### src/rtl/md_pkg.sv
package md_pkg;

  typedef enum logic [1:0] {
    ST_IDLE = 2'd0,
    ST_RUN  = 2'd1,
    ST_FIN  = 2'd2
  } md_state_e;

  localparam int unsigned MD_WORD_W = 18;

endpackage

### src/rtl/md_ctrl.sv
module md_ctrl
  import md_pkg::*;
#(
  parameter int unsigned MUL_STEPS = 17,
  parameter int unsigned DIV_STEPS = 18
) (
  input  logic clk,
  input  logic rst_n,
  input  logic start_i,
  input  logic is_div_i,
  input  logic abort_i,
  output logic accept_o,
  output logic step_o,
  output logic last_o,
  output logic fin_o,
  output logic div_o,
  output logic busy_o,
  output logic done_o
);

  localparam int unsigned MAX_STEPS = (DIV_STEPS > MUL_STEPS) ? DIV_STEPS : MUL_STEPS;
  localparam int unsigned CW = $clog2(MAX_STEPS + 1);
  localparam logic [CW-1:0] MUL_LAST = CW'(MUL_STEPS - 1);
  localparam logic [CW-1:0] DIV_LAST = CW'(DIV_STEPS - 1);

  md_state_e     state_q, state_n;
  logic [CW-1:0] cnt_q, cnt_n;
  logic          div_q, div_n;
  logic          done_q, done_n;
  logic          cnt_en, div_en;

  assign accept_o = start_i && (state_q == ST_IDLE);
  assign step_o   = (state_q == ST_RUN);
  assign fin_o    = (state_q == ST_FIN);
  assign last_o   = step_o && (cnt_q == (div_q ? DIV_LAST : MUL_LAST));
  assign div_o    = div_q;
  assign busy_o   = (state_q != ST_IDLE);
  assign done_o   = done_q;

  always_comb begin
    state_n = state_q;
    cnt_n   = cnt_q;
    div_n   = div_q;
    done_n  = 1'b0;
    cnt_en  = 1'b0;
    div_en  = 1'b0;
    unique case (state_q)
      ST_IDLE: begin
        if (accept_o) begin
          state_n = (is_div_i && abort_i) ? ST_FIN : ST_RUN;
          cnt_n   = '0;
          cnt_en  = 1'b1;
          div_n   = is_div_i;
          div_en  = 1'b1;
        end
      end
      ST_RUN: begin
        cnt_n  = cnt_q + 1'b1;
        cnt_en = 1'b1;
        if (last_o) state_n = ST_FIN;
      end
      ST_FIN: begin
        state_n = ST_IDLE;
        done_n  = 1'b1;
      end
      default: state_n = ST_IDLE;
    endcase
  end

  always_ff @(posedge clk or negedge rst_n) begin
    if (!rst_n) begin
      state_q <= ST_IDLE;
      done_q  <= 1'b0;
    end else begin
      state_q <= state_n;
      done_q  <= done_n;
    end
  end

  always_ff @(posedge clk or negedge rst_n) begin
    if (!rst_n) begin
      cnt_q <= '0;
    end else if (cnt_en) begin
      cnt_q <= cnt_n;
    end
  end

  always_ff @(posedge clk or negedge rst_n) begin
    if (!rst_n) begin
      div_q <= 1'b0;
    end else if (div_en) begin
      div_q <= div_n;
    end
  end

  // the step counter never runs past the longer iteration count
  p_cnt_range_r7: assert property (@(posedge clk) disable iff (!rst_n)
    (state_q == ST_RUN) |-> (cnt_q < CW'(MAX_STEPS)));

  // completion is a single-cycle pulse
  p_done_pulse_r7: assert property (@(posedge clk) disable iff (!rst_n)
    done_q |=> !done_q);

  // completion is only ever seen with the sequencer back at rest
  p_done_idle_r8: assert property (@(posedge clk) disable iff (!rst_n)
    done_q |-> (state_q == ST_IDLE));

  // a start seen mid-run leaves the sequencer busy or finishing
  p_no_restart_r9: assert property (@(posedge clk) disable iff (!rst_n)
    (step_o && !last_o && start_i) |=> (state_q == ST_RUN));

endmodule

### src/rtl/md_mul_step.sv
module md_mul_step #(
  parameter int unsigned W = 18
) (
  input  logic [W-1:0] ac_i,
  input  logic [W-1:0] io_i,
  input  logic [W-1:0] mcand_i,
  output logic [W-1:0] ac_o,
  output logic [W-1:0] io_o
);

  logic [W-1:0] sum;

  // the upper half stays below half range, so the add cannot carry out
  always_comb begin
    sum  = io_i[0] ? (ac_i + mcand_i) : ac_i;
    ac_o = {1'b0, sum[W-1:1]};
    io_o = {sum[0], io_i[W-1:1]};
  end

endmodule

### src/rtl/md_div_step.sv
module md_div_step #(
  parameter int unsigned W = 18
) (
  input  logic [W-1:0] ac_i,
  input  logic [W-1:0] io_i,
  input  logic [W-1:0] dvsr_i,
  input  logic         neg_i,
  input  logic         last_i,
  output logic [W-1:0] ac_o,
  output logic [W-1:0] io_o,
  output logic         neg_o
);

  logic [W-1:0] part;

  always_comb begin
    part  = neg_i ? (ac_i + dvsr_i) : (ac_i - dvsr_i);
    neg_o = part[W-1];
    ac_o  = last_i ? part : {part[W-2:0], io_i[W-1]};
    io_o  = {io_i[W-2:0], ~part[W-1]};
  end

endmodule

### src/rtl/md_result_fix.sv
module md_result_fix #(
  parameter int unsigned W = 18
) (
  input  logic         clk,
  input  logic         rst_n,
  input  logic         fin_i,
  input  logic         is_div_i,
  input  logic         abort_i,
  input  logic         sgn_res_i,
  input  logic         sgn_dvd_i,
  input  logic         neg_i,
  input  logic [W-1:0] ac_i,
  input  logic [W-1:0] io_i,
  input  logic [W-1:0] dvsr_i,
  output logic [W-1:0] ac_o,
  output logic [W-1:0] io_o,
  output logic         ovf_o,
  output logic         skip_o
);

  logic [W-1:0] rem;
  logic         prod_nz;

  always_comb begin
    rem     = neg_i ? (ac_i + dvsr_i) : ac_i;
    prod_nz = (ac_i != '0) || (io_i != '0);
    ovf_o   = is_div_i && abort_i;
    skip_o  = is_div_i && !abort_i;
    if (!is_div_i) begin
      ac_o = (sgn_res_i && prod_nz) ? ~ac_i : ac_i;
      io_o = (sgn_res_i && prod_nz) ? ~io_i : io_i;
    end else if (abort_i) begin
      ac_o = ac_i;
      io_o = io_i;
    end else begin
      ac_o = (sgn_res_i && (io_i != '0)) ? ~io_i : io_i;
      io_o = (sgn_dvd_i && (rem != '0)) ? ~rem : rem;
    end
  end

  // the corrected remainder magnitude is below the divisor magnitude
  p_rem_below_dvsr_r4: assert property (@(posedge clk) disable iff (!rst_n)
    (fin_i && is_div_i && !abort_i) |-> (rem < dvsr_i));

  // a product leaves the top bit of the upper half equal to the lowest bit of the lower half
  p_prod_align_r2: assert property (@(posedge clk) disable iff (!rst_n)
    (fin_i && !is_div_i) |-> (ac_o[W-1] == io_o[0]));

endmodule

### src/rtl/md_seq_unit.sv
module md_seq_unit
  import md_pkg::*;
#(
  parameter int unsigned W = MD_WORD_W
) (
  input  logic         clk,
  input  logic         rst_n,
  input  logic         start_i,
  input  logic         op_div_i,
  input  logic [W-1:0] ac_i,
  input  logic [W-1:0] io_i,
  input  logic [W-1:0] opnd_i,
  output logic         busy_o,
  output logic         done_o,
  output logic [W-1:0] ac_o,
  output logic [W-1:0] io_o,
  output logic         ovf_o,
  output logic         skip_o
);

  localparam int unsigned MUL_STEPS = W - 1;
  localparam int unsigned DIV_STEPS = W;

  // reset: asserted asynchronously, released on a clock edge
  logic rs_meta_q, rs_sync_q;
  logic rst_s_n;

  always_ff @(posedge clk or negedge rst_n) begin
    if (!rst_n) begin
      rs_meta_q <= 1'b0;
      rs_sync_q <= 1'b0;
    end else begin
      rs_meta_q <= 1'b1;
      rs_sync_q <= rs_meta_q;
    end
  end
  assign rst_s_n = rs_sync_q;

  // operand magnitudes and the divide range test, formed at start
  logic         a_neg, m_neg;
  logic [W-1:0] mag_ac, mag_io, mag_m;
  logic         div_abort;

  always_comb begin
    a_neg     = ac_i[W-1];
    m_neg     = opnd_i[W-1];
    mag_ac    = a_neg ? ~ac_i : ac_i;
    mag_io    = a_neg ? ~io_i : io_i;
    mag_m     = m_neg ? ~opnd_i : opnd_i;
    div_abort = (mag_ac >= mag_m);
  end

  // sequencer
  logic accept, step, last, fin, div_run;

  md_ctrl #(
    .MUL_STEPS (MUL_STEPS),
    .DIV_STEPS (DIV_STEPS)
  ) u_ctrl (
    .clk      (clk),
    .rst_n    (rst_s_n),
    .start_i  (start_i),
    .is_div_i (op_div_i),
    .abort_i  (div_abort),
    .accept_o (accept),
    .step_o   (step),
    .last_o   (last),
    .fin_o    (fin),
    .div_o    (div_run),
    .busy_o   (busy_o),
    .done_o   (done_o)
  );

  // working state
  logic [W-1:0] wac_q, wac_n;
  logic [W-1:0] wio_q, wio_n;
  logic [W-1:0] v_q;
  logic         neg_q, neg_n;
  logic         sgnr_q, sgnd_q, abort_q;
  logic         work_en;

  logic [W-1:0] mul_ac, mul_io, div_ac, div_io;
  logic         div_neg;

  md_mul_step #(.W(W)) u_mul_step (
    .ac_i    (wac_q),
    .io_i    (wio_q),
    .mcand_i (v_q),
    .ac_o    (mul_ac),
    .io_o    (mul_io)
  );

  md_div_step #(.W(W)) u_div_step (
    .ac_i   (wac_q),
    .io_i   (wio_q),
    .dvsr_i (v_q),
    .neg_i  (neg_q),
    .last_i (last),
    .ac_o   (div_ac),
    .io_o   (div_io),
    .neg_o  (div_neg)
  );

  always_comb begin
    wac_n   = wac_q;
    wio_n   = wio_q;
    neg_n   = neg_q;
    work_en = 1'b0;
    if (accept) begin
      work_en = 1'b1;
      neg_n   = 1'b0;
      if (!op_div_i) begin
        wac_n = '0;
        wio_n = mag_ac;
      end else if (div_abort) begin
        wac_n = ac_i;
        wio_n = io_i;
      end else begin
        wac_n = mag_ac;
        wio_n = mag_io;
      end
    end else if (step) begin
      work_en = 1'b1;
      if (div_run) begin
        wac_n = div_ac;
        wio_n = div_io;
        neg_n = div_neg;
      end else begin
        wac_n = mul_ac;
        wio_n = mul_io;
      end
    end
  end

  always_ff @(posedge clk or negedge rst_s_n) begin
    if (!rst_s_n) begin
      wac_q <= '0;
      wio_q <= '0;
      neg_q <= 1'b0;
    end else if (work_en) begin
      wac_q <= wac_n;
      wio_q <= wio_n;
      neg_q <= neg_n;
    end
  end

  always_ff @(posedge clk or negedge rst_s_n) begin
    if (!rst_s_n) begin
      v_q     <= '0;
      sgnr_q  <= 1'b0;
      sgnd_q  <= 1'b0;
      abort_q <= 1'b0;
    end else if (accept) begin
      v_q     <= mag_m;
      sgnr_q  <= a_neg ^ m_neg;
      sgnd_q  <= a_neg;
      abort_q <= op_div_i && div_abort;
    end
  end

  // sign restore and result registers
  logic [W-1:0] fix_ac, fix_io;
  logic         fix_ovf, fix_skip;

  md_result_fix #(.W(W)) u_fix (
    .clk       (clk),
    .rst_n     (rst_s_n),
    .fin_i     (fin),
    .is_div_i  (div_run),
    .abort_i   (abort_q),
    .sgn_res_i (sgnr_q),
    .sgn_dvd_i (sgnd_q),
    .neg_i     (neg_q),
    .ac_i      (wac_q),
    .io_i      (wio_q),
    .dvsr_i    (v_q),
    .ac_o      (fix_ac),
    .io_o      (fix_io),
    .ovf_o     (fix_ovf),
    .skip_o    (fix_skip)
  );

  logic [W-1:0] res_ac_q, res_io_q;
  logic         res_ovf_q, res_skip_q;

  always_ff @(posedge clk or negedge rst_s_n) begin
    if (!rst_s_n) begin
      res_ac_q   <= '0;
      res_io_q   <= '0;
      res_ovf_q  <= 1'b0;
      res_skip_q <= 1'b0;
    end else if (fin) begin
      res_ac_q   <= fix_ac;
      res_io_q   <= fix_io;
      res_ovf_q  <= fix_ovf;
      res_skip_q <= fix_skip;
    end
  end

  assign ac_o   = res_ac_q;
  assign io_o   = res_io_q;
  assign ovf_o  = res_ovf_q;
  assign skip_o = res_skip_q;

  // results move only together with the completion pulse
  p_result_hold_r10: assert property (@(posedge clk) disable iff (!rst_s_n)
    !done_o |-> ($stable(ac_o) && $stable(io_o) && $stable(ovf_o) && $stable(skip_o)));

  // a refused divide completes two edges after acceptance with overflow set
  p_abort_fast_r6: assert property (@(posedge clk) disable iff (!rst_s_n)
    (accept && op_div_i && div_abort) |=> ##1 (done_o && ovf_o && !skip_o));

  // busy and completion never overlap
  p_done_not_busy_r8: assert property (@(posedge clk) disable iff (!rst_s_n)
    done_o |-> !busy_o);

  // the divisor magnitude captured at start is not reloaded mid-run
  p_ignore_start_r9: assert property (@(posedge clk) disable iff (!rst_s_n)
    (busy_o && start_i) |=> $stable(v_q));

endmodule

### config.mk
export PLATFORM = sky130hd
export DESIGN_NAME = md_seq_unit
export DESIGN_NICKNAME = d
export VERILOG_FILES = /design/src/rtl/md_pkg.sv /design/src/rtl/md_ctrl.sv /design/src/rtl/md_mul_step.sv /design/src/rtl/md_div_step.sv /design/src/rtl/md_result_fix.sv /design/src/rtl/md_seq_unit.sv
export SDC_FILE = /design/constraint.sdc
export NUM_CORES = 1
export LEC_CHECK = 0
export CAP_MARGIN = 20
export CORE_UTILIZATION = 25
export DETAILED_ROUTE_END_ITERATION = 12
export DONT_BUFFER_PORTS = 1
export GPL_ROUTABILITY_DRIVEN = 0
export SLEW_MARGIN = 20
export SYNTH_ARGS = -nofsm -noshare
export SYNTH_HDL_FRONTEND = slang
export SYNTH_SLANG_ARGS = --single-unit
export TNS_END_PERCENT = 5
### constraint.sdc
create_clock -name clk -period 3.9 [get_ports clk]
set_clock_uncertainty 0.15 [all_clocks]
set_input_delay 0.78 -clock clk [delete_from_list [all_inputs] [get_ports clk]]
set_output_delay 0.78 -clock clk [all_outputs]
set_load 0.02 [all_outputs]
==> flow_summary.toml <==
[synthesis]
synth-edff-count = 0
synth_nets = 1337
synth-seq-cells = 106
synthesis.area_sq_mm = 0.00955
synth_seq_area_share = 0.278
syn_inst = 1225
synth_ff_type = "dfrtp_1"
yosysWarnings = 0
synthArstFlopShare = 1.00
avgSynthCellArea_sq_um = 7.80
ys_types = 77

[routing]
drc = 0
wl_per_cell_um = 20.0
ant_nets = 0
num_vias = 9535
vias_per_cell = 5.47
dr.pass1.iters = 5
detail_route.iter0.violations = 906
drt_wl_total_um = 34900

[finish]
area_growth_syn_to_layout_pct = 14.2
drive_gt1_frac = 0.118
mostFrequentLayoutCell = "o21ai_0"
fillCellCount = 4077
num_antenna_cells = 0
final_area_sq_mm = 0.0109
final_cell_mix = "126 x o21ai_0, 125 x nand2_1, 103 x dfrtp_1"
nets = 1340

[grt]
antenna_found_initial = 0
grt_use_total = 0.175
grt_overflow = 0
grt_max_degree = 70
grt_pass1_vias = 8801
grt_pass1_wl_um = 52200

[sta]
fmax_mhz = 256
tightest_slew_ns = 0.829
setup_slack_ns = -0.00197
rsz0062_at_grt = "yes"
slew_viol_final = 0
tns_ns = -0.00197
post-route-period-util = 1.00
hold_ws_ns = 0.169
setup_viol = 1
maxSlewHeadroom = 0.445
hold_viol = 0
min_period_ns = 3.90

[clocking]
cts_htree_levels = 3
cts_root_buffer = "clkbuf_16"
cts.clk_slew.worst_paths_ns = 0.08
cts_sinks = 106
cts_max_path_buffers = 2
cts_buffers = 9
cts_tree = "yes"
insertion_delay_ns = 0.37

[worst_setup_path]
cp_max_fo = 7
rrSetupSlack_ns = -0.002
cp_data_arrival_time_ns = 4.01
endpoint_kind = "flip-flop"
path_class = "reg2reg"
start_kind = "flip-flop"
critPathRequiredTime_ns = 4.01

[worst_hold_path]
hold_class = "reg2async"

[floorplanning]
core_sq_mm = 0.0377
boundaryPins = 98
die_w_um = 197
dieArea_sq_mm = 0.0390
initial_core_util = 0.254
num_rows = 71
chipHeight_um = 197

[place]
dp_slack_ns = -0.127
place_area_sq_mm = 0.0105
portBuffers = 0
dp.final_hpwl_um = 27300

[outcome]
violations = "setup timing"
status = "complete, but fails checks"

[flow_run]
cap_violations = 0
state kept, by name (all words and copies together), names as in the netlist:
signal          count
skip_o              1
v_q                17
sgnd_q              1
wio_q              18
sgnr_q              1
wac_q              18
rs_meta_q           1
io_o               18
ovf_o               1
ac_o               18
u_ctrl.div_o        1
rs_sync_q           1
abort_q             1
u_ctrl.done_o       1
u_ctrl.cnt_q        5
u_ctrl.state_q      2
neg_q               1
critical path, cell delays in order (launching register included):
cell and delay [ns]:
dfrtp_2 0.39, inv_1 0.06, ha_1 0.30, nand2b_4 0.16, a2111o_1 0.51, a21o_1 0.22
a221oi_2 0.31, nand4_1 0.14, or4_1 0.53, a2111o_1 0.57, buf_6 0.18, a221o_1 0.28
layer usage:
layer / share of wire / GRT usage / up-vias
li1: - / - / 4409
met1: 0.44 / 0.239 / 4609
met2: 0.44 / 0.273 / 455
met3: 0.099 / 0.0429 / 62
met4: 0.026 / 0.0511 / 0
met5: 0 / 0 / -
stage by stage:
stage                util  instances
global placement    0.279       1719
global route        0.290       1744
floorplan               -       1225
detailed placement  0.279       1719
CTS                 0.287       1738
finish              0.290       1744
final cells by class:
type,count,area (sq um),share of cell area
multi-input cells,977,6420,0.589
flip-flops and latches,106,2660,0.244
repair buffers,96,759,0.0696
well taps,511,639,0.0586
clock buffers,10,229,0.0210
inverters,38,143,0.0131
clock inverters,6,57.6,0.00528
cells in the mapped netlist (16+ instances only):
| library cell | number | area [sq um] |
|---|---|---|
| a211oi_1 | 18 | 135 |
| a21oi_1 | 93 | 465 |
| a31oi_1 | 17 | 106 |
| clkbuf_1 | 78 | 293 |
| dfrtp_1 | 106 | 2650 |
| ha_1 | 52 | 651 |
| inv_1 | 36 | 135 |
| mux2i_1 | 31 | 310 |
| nand2_1 | 125 | 469 |
| nand3_1 | 25 | 125 |
| nor2_1 | 101 | 379 |
| nor3_1 | 16 | 80.1 |
| o211ai_1 | 29 | 218 |
| o21ai_0 | 126 | 631 |
| o22ai_1 | 22 | 138 |
| xnor2_1 | 56 | 490 |
| xor2_1 | 65 | 569 |
kinds of logic (layout without fill, tap and decap cells):
kind of cell,count (synthesis),in the layout,share of synthesized area
xor gates and xnor gates,121,121,0.111
other,1,1,0.000393
DFF,106,106,0.278
buffers and inverters,142,150,0.0583
and+or+nand+nor,361,361,0.176
muxes,33,33,0.0348
AOI/OAI and AO/OA,407,407,0.270
adders and majority gates,54,54,0.0723
worst paths after layout:
| path | end | cells after the start | from |
|---|---|---|---|
| max in group asynchronous | v_q[7]$_DFFE_PN0P_ | 1 | rs_sync_q$_DFF_PN0_ |
| setup reg to reg | io_o[9]$_DFFE_PN0P_ | 11 | v_q[1]$_DFFE_PN0P_ |
| setup / recovery | io_o[9]$_DFFE_PN0P_ | 11 | v_q[1]$_DFFE_PN0P_ |
| hold / removal | ac_o[13]$_DFFE_PN0P_ | 0 | rs_sync_q$_DFF_PN0_ |
| min in group clk | rs_sync_q$_DFF_PN0_ | 0 | rs_meta_q$_DFF_PN0_ |
| hold reg to reg | ac_o[13]$_DFFE_PN0P_ | 0 | rs_sync_q$_DFF_PN0_ |
what timing repair did:
action / in CTS / in global routing
endpoints found under the hold margin: 2 / 0
pin swaps: 3 / 9
hold buffers: 1 / 0
setup buffers: 2 / 6
gates resized for setup: 0 / 17
endpoints found under the setup margin: 16 / 18
Power is not shown: default switching activity piles up to over one toggle a cycle in this logic, so the estimate is an artifact.
